$ cat src/rtl/pbuf_pkg.sv
`timescale 1ns/1ps
package pbuf_pkg;
  // Event pulses raised by the two halves, registered once at the top.
  typedef struct packed {
    logic tx_under;
    logic rx_over;
    logic rd_single;
  } pbuf_evt_t;

  localparam int unsigned PBUF_EVT_W = 3;
endpackage

$ cat src/rtl/pbuf_tx_stack.sv
`timescale 1ns/1ps
// Outbound side: word/byte writes enter at lane 0 and push older bytes up.
// The oldest byte sits in the highest filled lane and leaves first.
module pbuf_tx_stack #(
  parameter int unsigned LANES  = 4,
  parameter int unsigned BYTE_W = 8,
  localparam int unsigned CW    = $clog2(LANES + 1),
  localparam int unsigned WW    = 2 * BYTE_W
) (
  input  logic              clk,
  input  logic              rst_n,
  input  logic              swap_en,
  input  logic              wr_valid,
  input  logic              wr_byte,
  input  logic [WW-1:0]     wr_data,
  output logic              wr_ready,
  output logic              tx_valid,
  input  logic              tx_ready,
  output logic [BYTE_W-1:0] tx_data,
  output logic [CW-1:0]     count,
  output logic              underflow_evt
);
  localparam logic [CW-1:0] LIM_WORD = CW'(LANES - 2);
  localparam logic [CW-1:0] LIM_BYTE = CW'(LANES - 1);

  logic [BYTE_W-1:0] lanes_q [LANES];
  logic [BYTE_W-1:0] lanes_d [LANES];
  logic [CW-1:0]     cnt_q, cnt_d, top_idx, add_n;
  logic              pull, wfire;
  logic [BYTE_W-1:0] first_b, second_b;

  assign count    = cnt_q;
  assign tx_valid = (cnt_q != '0);
  assign wr_ready = wr_byte ? (cnt_q <= LIM_BYTE) : (cnt_q <= LIM_WORD);
  assign pull     = tx_valid & tx_ready;
  assign wfire    = wr_valid & wr_ready;
  assign top_idx  = cnt_q - CW'(1);
  assign underflow_evt = tx_ready & ~tx_valid;

  // Byte that goes out first is placed in the higher of the two new lanes.
  assign first_b  = swap_en ? wr_data[WW-1:BYTE_W] : wr_data[BYTE_W-1:0];
  assign second_b = swap_en ? wr_data[BYTE_W-1:0]  : wr_data[WW-1:BYTE_W];
  assign add_n    = wfire ? (wr_byte ? CW'(1) : CW'(2)) : '0;

  always_comb begin
    tx_data = '0;
    for (int i = 0; i < LANES; i++) begin
      if (tx_valid && (CW'(i) == top_idx)) tx_data = lanes_q[i];
    end
  end

  always_comb begin
    for (int i = 0; i < LANES; i++) lanes_d[i] = lanes_q[i];
    if (wfire) begin
      if (wr_byte) begin
        for (int i = 1; i < LANES; i++) lanes_d[i] = lanes_q[i-1];
        lanes_d[0] = wr_data[BYTE_W-1:0];
      end else begin
        for (int i = 2; i < LANES; i++) lanes_d[i] = lanes_q[i-2];
        lanes_d[1] = first_b;
        lanes_d[0] = second_b;
      end
    end
    // A pull only retires the top lane; the shift above moves it out of range.
    cnt_d = cnt_q - CW'(pull) + add_n;
  end

  always_ff @(posedge clk) begin
    if (!rst_n) begin
      cnt_q <= '0;
      for (int i = 0; i < LANES; i++) lanes_q[i] <= '0;
    end else begin
      cnt_q <= cnt_d;
      for (int i = 0; i < LANES; i++) lanes_q[i] <= lanes_d[i];
    end
  end
endmodule

$ cat src/rtl/pbuf_rx_queue.sv
`timescale 1ns/1ps
// Inbound side: bytes land at the lane given by the count; reads take
// lanes 0 and 1 and the rest move down.
module pbuf_rx_queue #(
  parameter int unsigned LANES  = 4,
  parameter int unsigned BYTE_W = 8,
  localparam int unsigned CW    = $clog2(LANES + 1),
  localparam int unsigned WW    = 2 * BYTE_W
) (
  input  logic              clk,
  input  logic              rst_n,
  input  logic              swap_en,
  input  logic              rx_valid,
  output logic              rx_ready,
  input  logic [BYTE_W-1:0] rx_data,
  output logic              rd_valid,
  input  logic              rd_ready,
  output logic [WW-1:0]     rd_data,
  output logic [CW-1:0]     count,
  output logic              overrun_evt,
  output logic              single_evt
);
  localparam logic [CW-1:0] FULL = CW'(LANES);

  logic [BYTE_W-1:0] lanes_q [LANES];
  logic [BYTE_W-1:0] lanes_d [LANES];
  logic [CW-1:0]     cnt_q, cnt_d, take_n, base;
  logic              push, rd, pair;
  logic [BYTE_W-1:0] b_old, b_next;

  assign count    = cnt_q;
  assign rx_ready = (cnt_q != FULL);
  assign rd_valid = (cnt_q != '0);
  assign push     = rx_valid & rx_ready;
  assign rd       = rd_valid & rd_ready;
  assign pair     = (cnt_q >= CW'(2));
  assign take_n   = rd ? (pair ? CW'(2) : CW'(1)) : '0;
  assign base     = cnt_q - take_n;

  assign overrun_evt = rx_valid & ~rx_ready;
  assign single_evt  = rd & ~pair;

  assign b_old   = lanes_q[0];
  assign b_next  = pair ? lanes_q[1] : '0;
  assign rd_data = swap_en ? {b_old, b_next} : {b_next, b_old};

  always_comb begin
    for (int i = 0; i < LANES; i++) begin
      if (i + int'(take_n) < LANES) lanes_d[i] = lanes_q[i + int'(take_n)];
      else                          lanes_d[i] = '0;
    end
    if (push) begin
      for (int i = 0; i < LANES; i++) begin
        if (CW'(i) == base) lanes_d[i] = rx_data;
      end
    end
    cnt_d = base + CW'(push);
  end

  always_ff @(posedge clk) begin
    if (!rst_n) begin
      cnt_q <= '0;
      for (int i = 0; i < LANES; i++) lanes_q[i] <= '0;
    end else begin
      cnt_q <= cnt_d;
      for (int i = 0; i < LANES; i++) lanes_q[i] <= lanes_d[i];
    end
  end
endmodule

$ cat src/rtl/pbuf_evt_reg.sv
`timescale 1ns/1ps
// Registers the event pulses so each leaves as a clean one-cycle flag.
module pbuf_evt_reg
  import pbuf_pkg::*;
(
  input  logic      clk,
  input  logic      rst_n,
  input  pbuf_evt_t evt_d,
  output pbuf_evt_t evt_q
);
  logic [PBUF_EVT_W-1:0] bits_d, bits_q;
  assign bits_d = evt_d;
  assign evt_q  = bits_q;

  for (genvar g = 0; g < PBUF_EVT_W; g++) begin : g_bit
    always_ff @(posedge clk) begin
      if (!rst_n) bits_q[g] <= 1'b0;
      else        bits_q[g] <= bits_d[g];
    end
  end
endmodule

$ cat src/rtl/pbuf_swap_buffer.sv
`timescale 1ns/1ps
module pbuf_swap_buffer
  import pbuf_pkg::*;
#(
  parameter int unsigned LANES  = 4,
  parameter int unsigned BYTE_W = 8,
  localparam int unsigned CW    = $clog2(LANES + 1),
  localparam int unsigned WW    = 2 * BYTE_W
) (
  input  logic              clk,
  input  logic              rst_n,
  input  logic              swap_en,
  input  logic              wr_valid,
  input  logic              wr_byte,
  input  logic [WW-1:0]     wr_data,
  output logic              wr_ready,
  output logic              tx_valid,
  input  logic              tx_ready,
  output logic [BYTE_W-1:0] tx_data,
  input  logic              rx_valid,
  output logic              rx_ready,
  input  logic [BYTE_W-1:0] rx_data,
  output logic              rd_valid,
  input  logic              rd_ready,
  output logic [WW-1:0]     rd_data,
  output logic [CW-1:0]     tx_count,
  output logic [CW-1:0]     rx_count,
  output logic              tx_underflow,
  output logic              rx_overrun,
  output logic              rd_single
);
  pbuf_evt_t evt_d, evt_q;
  logic      under_c, over_c, single_c;

  pbuf_tx_stack #(.LANES(LANES), .BYTE_W(BYTE_W)) u_tx (
    .clk(clk), .rst_n(rst_n), .swap_en(swap_en),
    .wr_valid(wr_valid), .wr_byte(wr_byte), .wr_data(wr_data), .wr_ready(wr_ready),
    .tx_valid(tx_valid), .tx_ready(tx_ready), .tx_data(tx_data),
    .count(tx_count), .underflow_evt(under_c)
  );

  pbuf_rx_queue #(.LANES(LANES), .BYTE_W(BYTE_W)) u_rx (
    .clk(clk), .rst_n(rst_n), .swap_en(swap_en),
    .rx_valid(rx_valid), .rx_ready(rx_ready), .rx_data(rx_data),
    .rd_valid(rd_valid), .rd_ready(rd_ready), .rd_data(rd_data),
    .count(rx_count), .overrun_evt(over_c), .single_evt(single_c)
  );

  assign evt_d = '{tx_under: under_c, rx_over: over_c, rd_single: single_c};

  pbuf_evt_reg u_evt (.clk(clk), .rst_n(rst_n), .evt_d(evt_d), .evt_q(evt_q));

  assign tx_underflow = evt_q.tx_under;
  assign rx_overrun   = evt_q.rx_over;
  assign rd_single    = evt_q.rd_single;
endmodule

$ cat config.mk
export PLATFORM = sky130hd
export DESIGN_NAME = pbuf_swap_buffer
export DESIGN_NICKNAME = d
export VERILOG_FILES = /design/src/rtl/pbuf_pkg.sv /design/src/rtl/pbuf_tx_stack.sv /design/src/rtl/pbuf_rx_queue.sv /design/src/rtl/pbuf_evt_reg.sv /design/src/rtl/pbuf_swap_buffer.sv
export SDC_FILE = /design/constraint.sdc
export NUM_CORES = 1
export LEC_CHECK = 0
export CAP_MARGIN = 5
export CORE_MARGIN = 3
export CORE_UTILIZATION = 54
export DETAILED_ROUTE_END_ITERATION = 6
export DONT_BUFFER_PORTS = 1
export GPL_ROUTABILITY_DRIVEN = 0
export PLACE_DENSITY = 0.79
export SLEW_MARGIN = 20
export SYNTH_ARGS = -nofsm -noshare
export SYNTH_HDL_FRONTEND = slang
export SYNTH_SLANG_ARGS = --single-unit
$ cat constraint.sdc
create_clock -name clk -period 4.4 [get_ports clk]
set_input_delay 0.44 -clock clk [delete_from_list [all_inputs] [get_ports clk]]
set_output_delay 0.44 -clock clk [all_outputs]
set_load 0.03 [all_outputs]
==> impl_metrics.toml, run 1 <==
[yosys]
synth_area_um2 = 4270
synth_compound_area_share_pct = 20.4
synth_top_flop_cell = "dfxtp_1"
synth.distinct_cells = 44
synth-simple-area-share_pct = 14.4
syn_avg_cell_area_um2 = 8.70
ys_async_sr_fraction_pct = 0
synth_fa_ha_area_share_pct = 3.28
synth_cells = 491
synth_nets = 533
synth_edf_count = 0
ys_warn_count = 0
synth-seq-cells = 73
synth_xor_area_share_pct = 0.820
ys_seq_area_share_pct = 34.2
synth_top_family_by_area = "compound AO/OA/AOI/OAI gates"
muxShareOfSynthArea_pct = 19.7

[global_route]
first_global_vias = 3571
grt_pass1_wl_um = 17800
grt_max_degree = 58
antenna_found_initial = 0
gr-total-overflow = 0
track_usage_pct = 25.3

[critical_path]
critical_path_arrival_ps = 2910
worstSetupEndpointType = "output pin"
path_cells = "inv_1 > nor2_1 > a22oi_1 > o22ai_1"
start_kind = "flop"
crit_fanout = 14
worst_ep_required_time_ps = 3960
cp_slowest_cell = "dfxtp_1"
crit_type = "flop to output pin"
critPathMaxStageDelay_ps = 1040

[clocking]
cts_hold_buf = 0
cts_tree = "built"
cts-root-buf = "clkbuf_8"
postCtsResizedCells = 0
clk_latency_ps = 350
clock_sinks = 73
cts_max_level = 3
clockBufferDepth = 2
post-cts-setup-buffer-count = 0
cts-buffers-inserted = 9
cts.reportedPaths.clkPinSlew_ps = 80

[power_and_ir_drop]
p_per_area_nw_per_um2 = 666
p_leak_nw = 1.62
power_mw = 2.96
max-vdd-ir-drop_v = 0.000329

[sta]
fin_crit_sh_pct = 76.1
setup_slack_ps = 1050
maxSlewHeadroom_pct = 27.9
clock.fmax_mhz = 299
fin_skew_ps = 8.19
grt_setup_unrepaired = "no"
fin_hold_ws_ps = 195
hold_violations = 0
worst_pin_slew_ps = 1080
setup_viol = 0
period_needed_ps = 3350
setup_tns_ps = 0
drv_slew = 0

[floorplanning]
rows = 31
start_util_pct = 57.3
die_w_um = 94.9
core_area_um2 = 7450
die_h_um = 94.9
dieArea_um2 = 9010
ios = 69

[placement]
place_area_um2 = 4200
placed_cells = 549
dpl.hpwl_um = 7170
port_buffers = 0
post-place-ws_ps = 1240

[route]
vias = 3619
drt_pass1_iterations = 6
drt_iter0_drc = 227
wl_per_cell_um = 19.2
drc_errors = 0
detail-route-antenna-nets = 0
vias_per_cell = 6.41
routed_wl_um = 10900

[status]
status = "finished, final reports clean"

[final_layout]
layout-drive-gt1-share_pct = 5.15
antenna_cells = 0
fin_util_pct = 59.6
stdcell_count = 565
final_common_cell = "mux2i_1"
nets = 503
final_area_um2 = 4440
syn2layout_area_growth_pct = 3.93
layout_common_cells = "mux2i_1, dfxtp_1, nand2_1"

[job]
max-cap-violations = 0

[min_path]
hp-class = "primary input to flop"
[critical path, delay by kind of cell, from the launching register on]
kind	cells	cell delay, ps
simple gates	1	520
buf+inv	1	170
compound gates	2	830
flops	1	1040
[sequential cells by signal (all words and copies together), names as in the netlist]
name	cells
u_tx.count	3
u_tx.lanes_q	32
u_rx.lanes_q	32
u_rx.count	3
u_evt.evt_q	3
[layer usage]
layer / vias up / global-route usage (%) / wire length [µm]
met2: 140 / 43.1 / 5470
li1: 1725 / - / -
met4: 0 / 7.57 / 116
met5: - / 0 / 0
met1: 1741 / 30.3 / 4480
met3: 13 / 7.97 / 812
[worst paths after layout]
| check | to | startpoint | slack, ps | cells past startpoint |
|---|---|---|---|---|
| worst min-delay path | u_evt.evt_q[1]$_SDFF_PN0_ | rx_valid | 190 | 2 |
| worst max-delay path | tx_data[6] | u_tx.count[1]$_SDFF_PN0_ | 1050 | 4 |
| worst max register to register | u_rx.lanes_q[3][3]$_SDFF_PN0_ | u_rx.count[2]$_SDFF_PN0_ | 1150 | 7 |
| worst min register to register | u_tx.lanes_q[3][3]$_SDFFE_PN0N_ | u_tx.lanes_q[3][3]$_SDFFE_PN0N_ | 500 | 2 |
[cells in the mapped netlist (2+ instances only)]
| master | n | area share (%) |
|---|---|---|
| buf_6 | 5 | 1.3 |
| a211oi_1 | 16 | 2.8 |
| and2_1 | 7 | 1.0 |
| a22oi_1 | 13 | 2.3 |
| clkbuf_1 | 22 | 1.9 |
| nand2_1 | 49 | 4.3 |
| buf_1 | 5 | 0.44 |
| mux2i_1 | 84 | 20 |
| and3_1 | 8 | 1.2 |
| or3_1 | 2 | 0.29 |
| a32o_1 | 16 | 3.8 |
| o22ai_1 | 12 | 1.8 |
| xnor2_1 | 4 | 0.82 |
| o31ai_1 | 4 | 0.70 |
| fa_1 | 2 | 0.94 |
| and2_0 | 5 | 0.73 |
| nor3_1 | 9 | 1.1 |
| a311oi_2 | 2 | 0.70 |
| dfxtp_1 | 73 | 34 |
| a311oi_1 | 15 | 3.1 |
| inv_1 | 18 | 1.6 |
| ha_1 | 8 | 2.3 |
| nand3_1 | 2 | 0.23 |
| nand2b_1 | 5 | 0.73 |
| buf_2 | 9 | 1.1 |
| o21ai_0 | 32 | 3.8 |
| a21oi_1 | 4 | 0.47 |
| nor2_1 | 44 | 3.9 |
[where the power goes]
group          total, mW  internal (mW)  switching (mW)
clock              0.641          0.376           0.265
sequential          1.08          0.825           0.257
combinational       1.23          0.433           0.800
total               2.96           1.63            1.32
[area by class of cell]
class,count,area (µm²)
clock buffer,9,124
clock inverter,7,119
fill,675,3010
inverter,20,75.1
multi-input combinational,354,2510
sequential,73,1460
tap,99,124
timing repair buffer,3,22.5
[logic make-up (layout without fill, tap and decap cells)]
logic type	after synthesis	count (layout)
buf+inv	64	39
flops	73	73
simple gates	136	136
compound gates	120	120
fa+ha+maj	10	10
xor+xnor	4	4
mux	84	84
(Power assumes the default switching activity.)
==> run 2: changes to the inputs <==
PLACE_DENSITY = 0.82   (was 0.79)
clock period = 3 ns   (was 4.4 ns; I/O delays follow)
==> impl_metrics.toml, run 2 (same netlist as run 1, synthesis figures left out) <==
[sta]
clock.fmax_mhz = 373
setup_slack_ps = 321
fin_crit_sh_pct = 89.3
period_needed_ps = 2680
maxSlewHeadroom_pct = 43.8
drv_slew = 0
worst_pin_slew_ps = 842
setup_viol = 0
hold_violations = 0
grt_setup_unrepaired = "no"
fin_skew_ps = 8.92
fin_hold_ws_ps = 59.7
setup_tns_ps = 0

[route]
m1WireLength_um = 4360
wl_per_cell_um = 17.7
routed.top_layer = "met4"
routed_wl_um = 10400
vias_per_cell = 6.15
drt_pass1_iterations = 5
wl_met2_um = 5270
drc_errors = 0
wl_met3_um = 705
drt_iter0_drc = 154
detail-route-antenna-nets = 0
vias = 3620

[critical_path]
crit_type = "flop to flop"
rr_startpoint = "u_rx.count[2]$_SDFF_PN0_"
worstRegToRegCells = 8
start_kind = "flop"
worstSetupEndpointType = "flop"
worst_ep_required_time_ps = 3290
crit_end = "u_rx.lanes_q[3][5]$_SDFF_PN0_"
crit_fanout = 15
r2r_slack_ps = 320
startpoint = "u_rx.count[2]$_SDFF_PN0_"
critical_path_arrival_ps = 2970
r2r-end = "u_rx.lanes_q[3][5]$_SDFF_PN0_"

[placement]
post-place-ws_ps = 332
port_buffers = 0
dpl.hpwl_um = 7480

[global_route]
grt_max_degree = 57
track_usage_pct = 23.8
first_global_vias = 3416
gr-total-overflow = 0
grt_pass1_wl_um = 16900
antenna_found_initial = 0

[final_layout]
nets = 527
antenna_cells = 0
fin_util_pct = 61.8
layout_common_cells = "mux2i_1, dfxtp_1, nand2_1"
largestRegisters = "u_rx.lanes_q: 32 flops, u_tx.lanes_q: 32 flops"
syn2layout_area_growth_pct = 7.79
final_common_cell = "mux2i_1"
layout-drive-gt1-share_pct = 9.80

[floorplanning]
start_util_pct = 57.3
core_area_um2 = 7450
rows = 31
die_w_um = 94.9
die_h_um = 94.9
dieArea_um2 = 9010
ios = 69

[clocking]
post-cts-setup-buffer-count = 0
cts-buffers-inserted = 9
cts_max_level = 3
clockBufferDepth = 2
clk_latency_ps = 350
cts_tree = "built"
cts-root-buf = "clkbuf_8"
clock_sinks = 73
cts.reportedPaths.clkPinSlew_ps = 80
cts_hold_buf = 0
postCtsResizedCells = 0

[status]
status = "finished, final reports clean"

[power_and_ir_drop]
power_mw = 4.41
p_per_area_nw_per_um2 = 957
p_leak_nw = 1.74
max-vdd-ir-drop_v = 0.000771

[job]
max-cap-violations = 0

[min_path]
min-delay-start = "rx_valid"
hp-class = "primary input to flop"
[run 2: cell types whose count changed in the layout (fill, tap and decap cells not counted), sizes merged]
cell / change
buf: +24
bufinv: -1
clkbuf: +1
clkinvlp: -1
inv: +1
[run 2: cell type report]
cell class,count,area (µm²)
Clock buffer,10,138
Fill cell,623,2840
Sequential cell,73,1460
Tap cell,99,124
Inverter,20,75.1
Clock inverter,6,90.1
Multi-Input combinational cell,354,2510
Timing Repair Buffer,27,203
[run 2: power by group]
part / internal (mW) / switching (mW) / total [mW]
registers: 1.21 / 0.214 / 1.43
logic: 0.768 / 1.34 / 2.11
clock network: 0.494 / 0.377 / 0.870
total: 2.47 / 1.93 / 4.41
[run 2: per-stage QoR]
step	cells	instance area, µm²
floorplan	491	4270
global placement	573	4380
detailed placement	573	4380
CTS	589	4600
global route	589	4600
finish	589	4600
[run 2: worst min-delay path by stage]
stage / end / cells after the start
after floorplan: u_evt.evt_q[1]$_SDFF_PN0_ / 2
after global placement: u_evt.evt_q[2]$_SDFF_PN0_ / 2
after detailed placement: u_evt.evt_q[1]$_SDFF_PN0_ / 2
after CTS: u_evt.evt_q[1]$_SDFF_PN0_ / 2
after global routing: u_rx.count[1]$_SDFF_PN0_ / 1
final: u_evt.evt_q[1]$_SDFF_PN0_ / 2
[run 2: critical path, stage by stage (launching register included)]
cell and delay, ps:
dfxtp_1 370, and4bb_2 330, ha_1 160, inv_1 60
fa_1 420, nand2b_1 180, o21a_1 340, nor2_1 500
a32o_1 260
[run 2: metal layers]
metal	vias to the layer above	global-route usage [%]
li1	1774	-
met1	1713	29.2
met4	0	5.41
met2	123	41.1
met3	10	6.93
met5	-	0
==> run 3: changes to the inputs <==
PLACE_DENSITY = 0.79   (was 0.82)
clock period = 3.3 ns   (was 3 ns; I/O delays follow)
==> impl_metrics.toml, run 3 (same netlist as run 1, synthesis figures left out) <==
[floorplanning]
core_area_um2 = 7450
dieArea_um2 = 9010
ios = 69
die_w_um = 94.9
rows = 31
die_h_um = 94.9
start_util_pct = 57.3

[global_route]
grt_pass1_wl_um = 16900
antenna_found_initial = 0
track_usage_pct = 23.9
first_global_vias = 3380
gr-total-overflow = 0
grt_max_degree = 57

[route]
vias = 3637
drt_pass1_iterations = 6
vias_per_cell = 6.21
routed_wl_um = 10600
drt_iter0_drc = 258
drc_errors = 0
wl_per_cell_um = 18.1
detail-route-antenna-nets = 0

[clocking]
cts-root-buf = "clkbuf_8"
cts_max_level = 3
post-cts-setup-buffer-count = 0
cts-buffers-inserted = 9
postCtsResizedCells = 0
cts.reportedPaths.clkPinSlew_ps = 80
clk_latency_ps = 350
cts_hold_buf = 0
cts_tree = "built"
clock_sinks = 73
clockBufferDepth = 2

[sta]
hold_violations = 0
maxSlewHeadroom_pct = 43.1
setup_viol = 0
period_needed_ps = 2920
setup_slack_ps = 380
fin_skew_ps = 11.1
grt_setup_unrepaired = "no"
setup_tns_ps = 0
clock.fmax_mhz = 342
drv_slew = 0
fin_crit_sh_pct = 88.5
fin_hold_ws_ps = 87.8
worst_pin_slew_ps = 854

[final_layout]
syn2layout_area_growth_pct = 7.85
fin_util_pct = 61.8
stdcell_count = 586
final_area_um2 = 4610
layout-drive-gt1-share_pct = 9.24
final_common_cell = "mux2i_1"
largestRegisters = "u_rx.lanes_q: 32 flops, u_tx.lanes_q: 32 flops"
layout_common_cells = "mux2i_1, dfxtp_1, nand2_1"
nets = 524
antenna_cells = 0

[critical_path]
critical_path_arrival_ps = 3220
worst_ep_required_time_ps = 3600
crit_fanout = 16
worstSetupEndpointType = "flop"
start_kind = "flop"
crit_type = "flop to flop"

[placement]
dpl.hpwl_um = 7490
placed_cells = 570
post-place-ws_ps = 501
place_area_um2 = 4350
port_buffers = 0

[min_path]
hp-class = "primary input to flop"

[power_and_ir_drop]
p_int_mw = 2.30
max-vdd-ir-drop_v = 0.000561
clkPwrFrac_pct = 21.6
p_per_area_nw_per_um2 = 885
power_mw = 4.08
sequentialPowerShare_pct = 32.3
p_sw_share_pct = 43.6
combPwrFrac_pct = 46.1
p_sw_mw = 1.78
p_leak_nw = 1.74

[job]
max-cap-violations = 0

[status]
status = "finished, final reports clean"
run 3: cell count changes in the layout (fill, tap and decap cells not counted), sizes merged:
cell | before | now
buf | 27 | 24
inv | 20 | 19
bufinv | 2 | 3
run 3: final cells by class:
class	count	area [µm²]
Fill cell	654	2840
Multi-Input combinational cell	354	2510
Sequential cell	73	1460
Timing Repair Buffer	24	180
Clock buffer	10	138
Tap cell	99	124
Clock inverter	6	115
Inverter	20	75.1
run 3: final timing paths:
kind | from | to | slack (ps) | cells after the start
hold / removal | rx_valid | u_evt.evt_q[1]$_SDFF_PN0_ | 90 | 2
setup reg to reg | u_rx.count[2]$_SDFF_PN0_ | u_rx.lanes_q[3][1]$_SDFF_PN0_ | 380 | 7
setup / recovery | u_rx.count[2]$_SDFF_PN0_ | u_rx.lanes_q[3][1]$_SDFF_PN0_ | 380 | 7
hold reg to reg | u_tx.lanes_q[3][6]$_SDFFE_PN0N_ | u_tx.lanes_q[3][6]$_SDFFE_PN0N_ | 500 | 2
run 3: power by group through the flow:
stage | Sequential (mW) | Combinational [mW] | Clock [mW]
global route | 1.35 | 2.03 | 0.925
CTS | 1.31 | 1.87 | 0.890
floorplan | 1.32 | 1.51 | 0
detailed placement | 1.32 | 1.86 | 0
finish | 1.32 | 1.88 | 0.880
global placement | 1.31 | 1.80 | 0
run 3: metal layers:
layer  track usage (%)  part of all wire [%]  up-vias  wire length [µm]
met3              4.54                   7.5       12               796
met1              30.0                    42     1711              4480
met5                 0                     0        -                 0
met4              9.01                   1.4        0               145
li1                  -                     -     1759                 -
met2              40.6                    49      155              5180
run 3: critical path, stage by stage, from the launching register on:
cell and delay [ps]:
dfxtp_1 500, or2_2 360, nand2_1 210, fa_1 480, nand2b_1 190, o21a_1 370, nor2_1 510, a32o_1 240
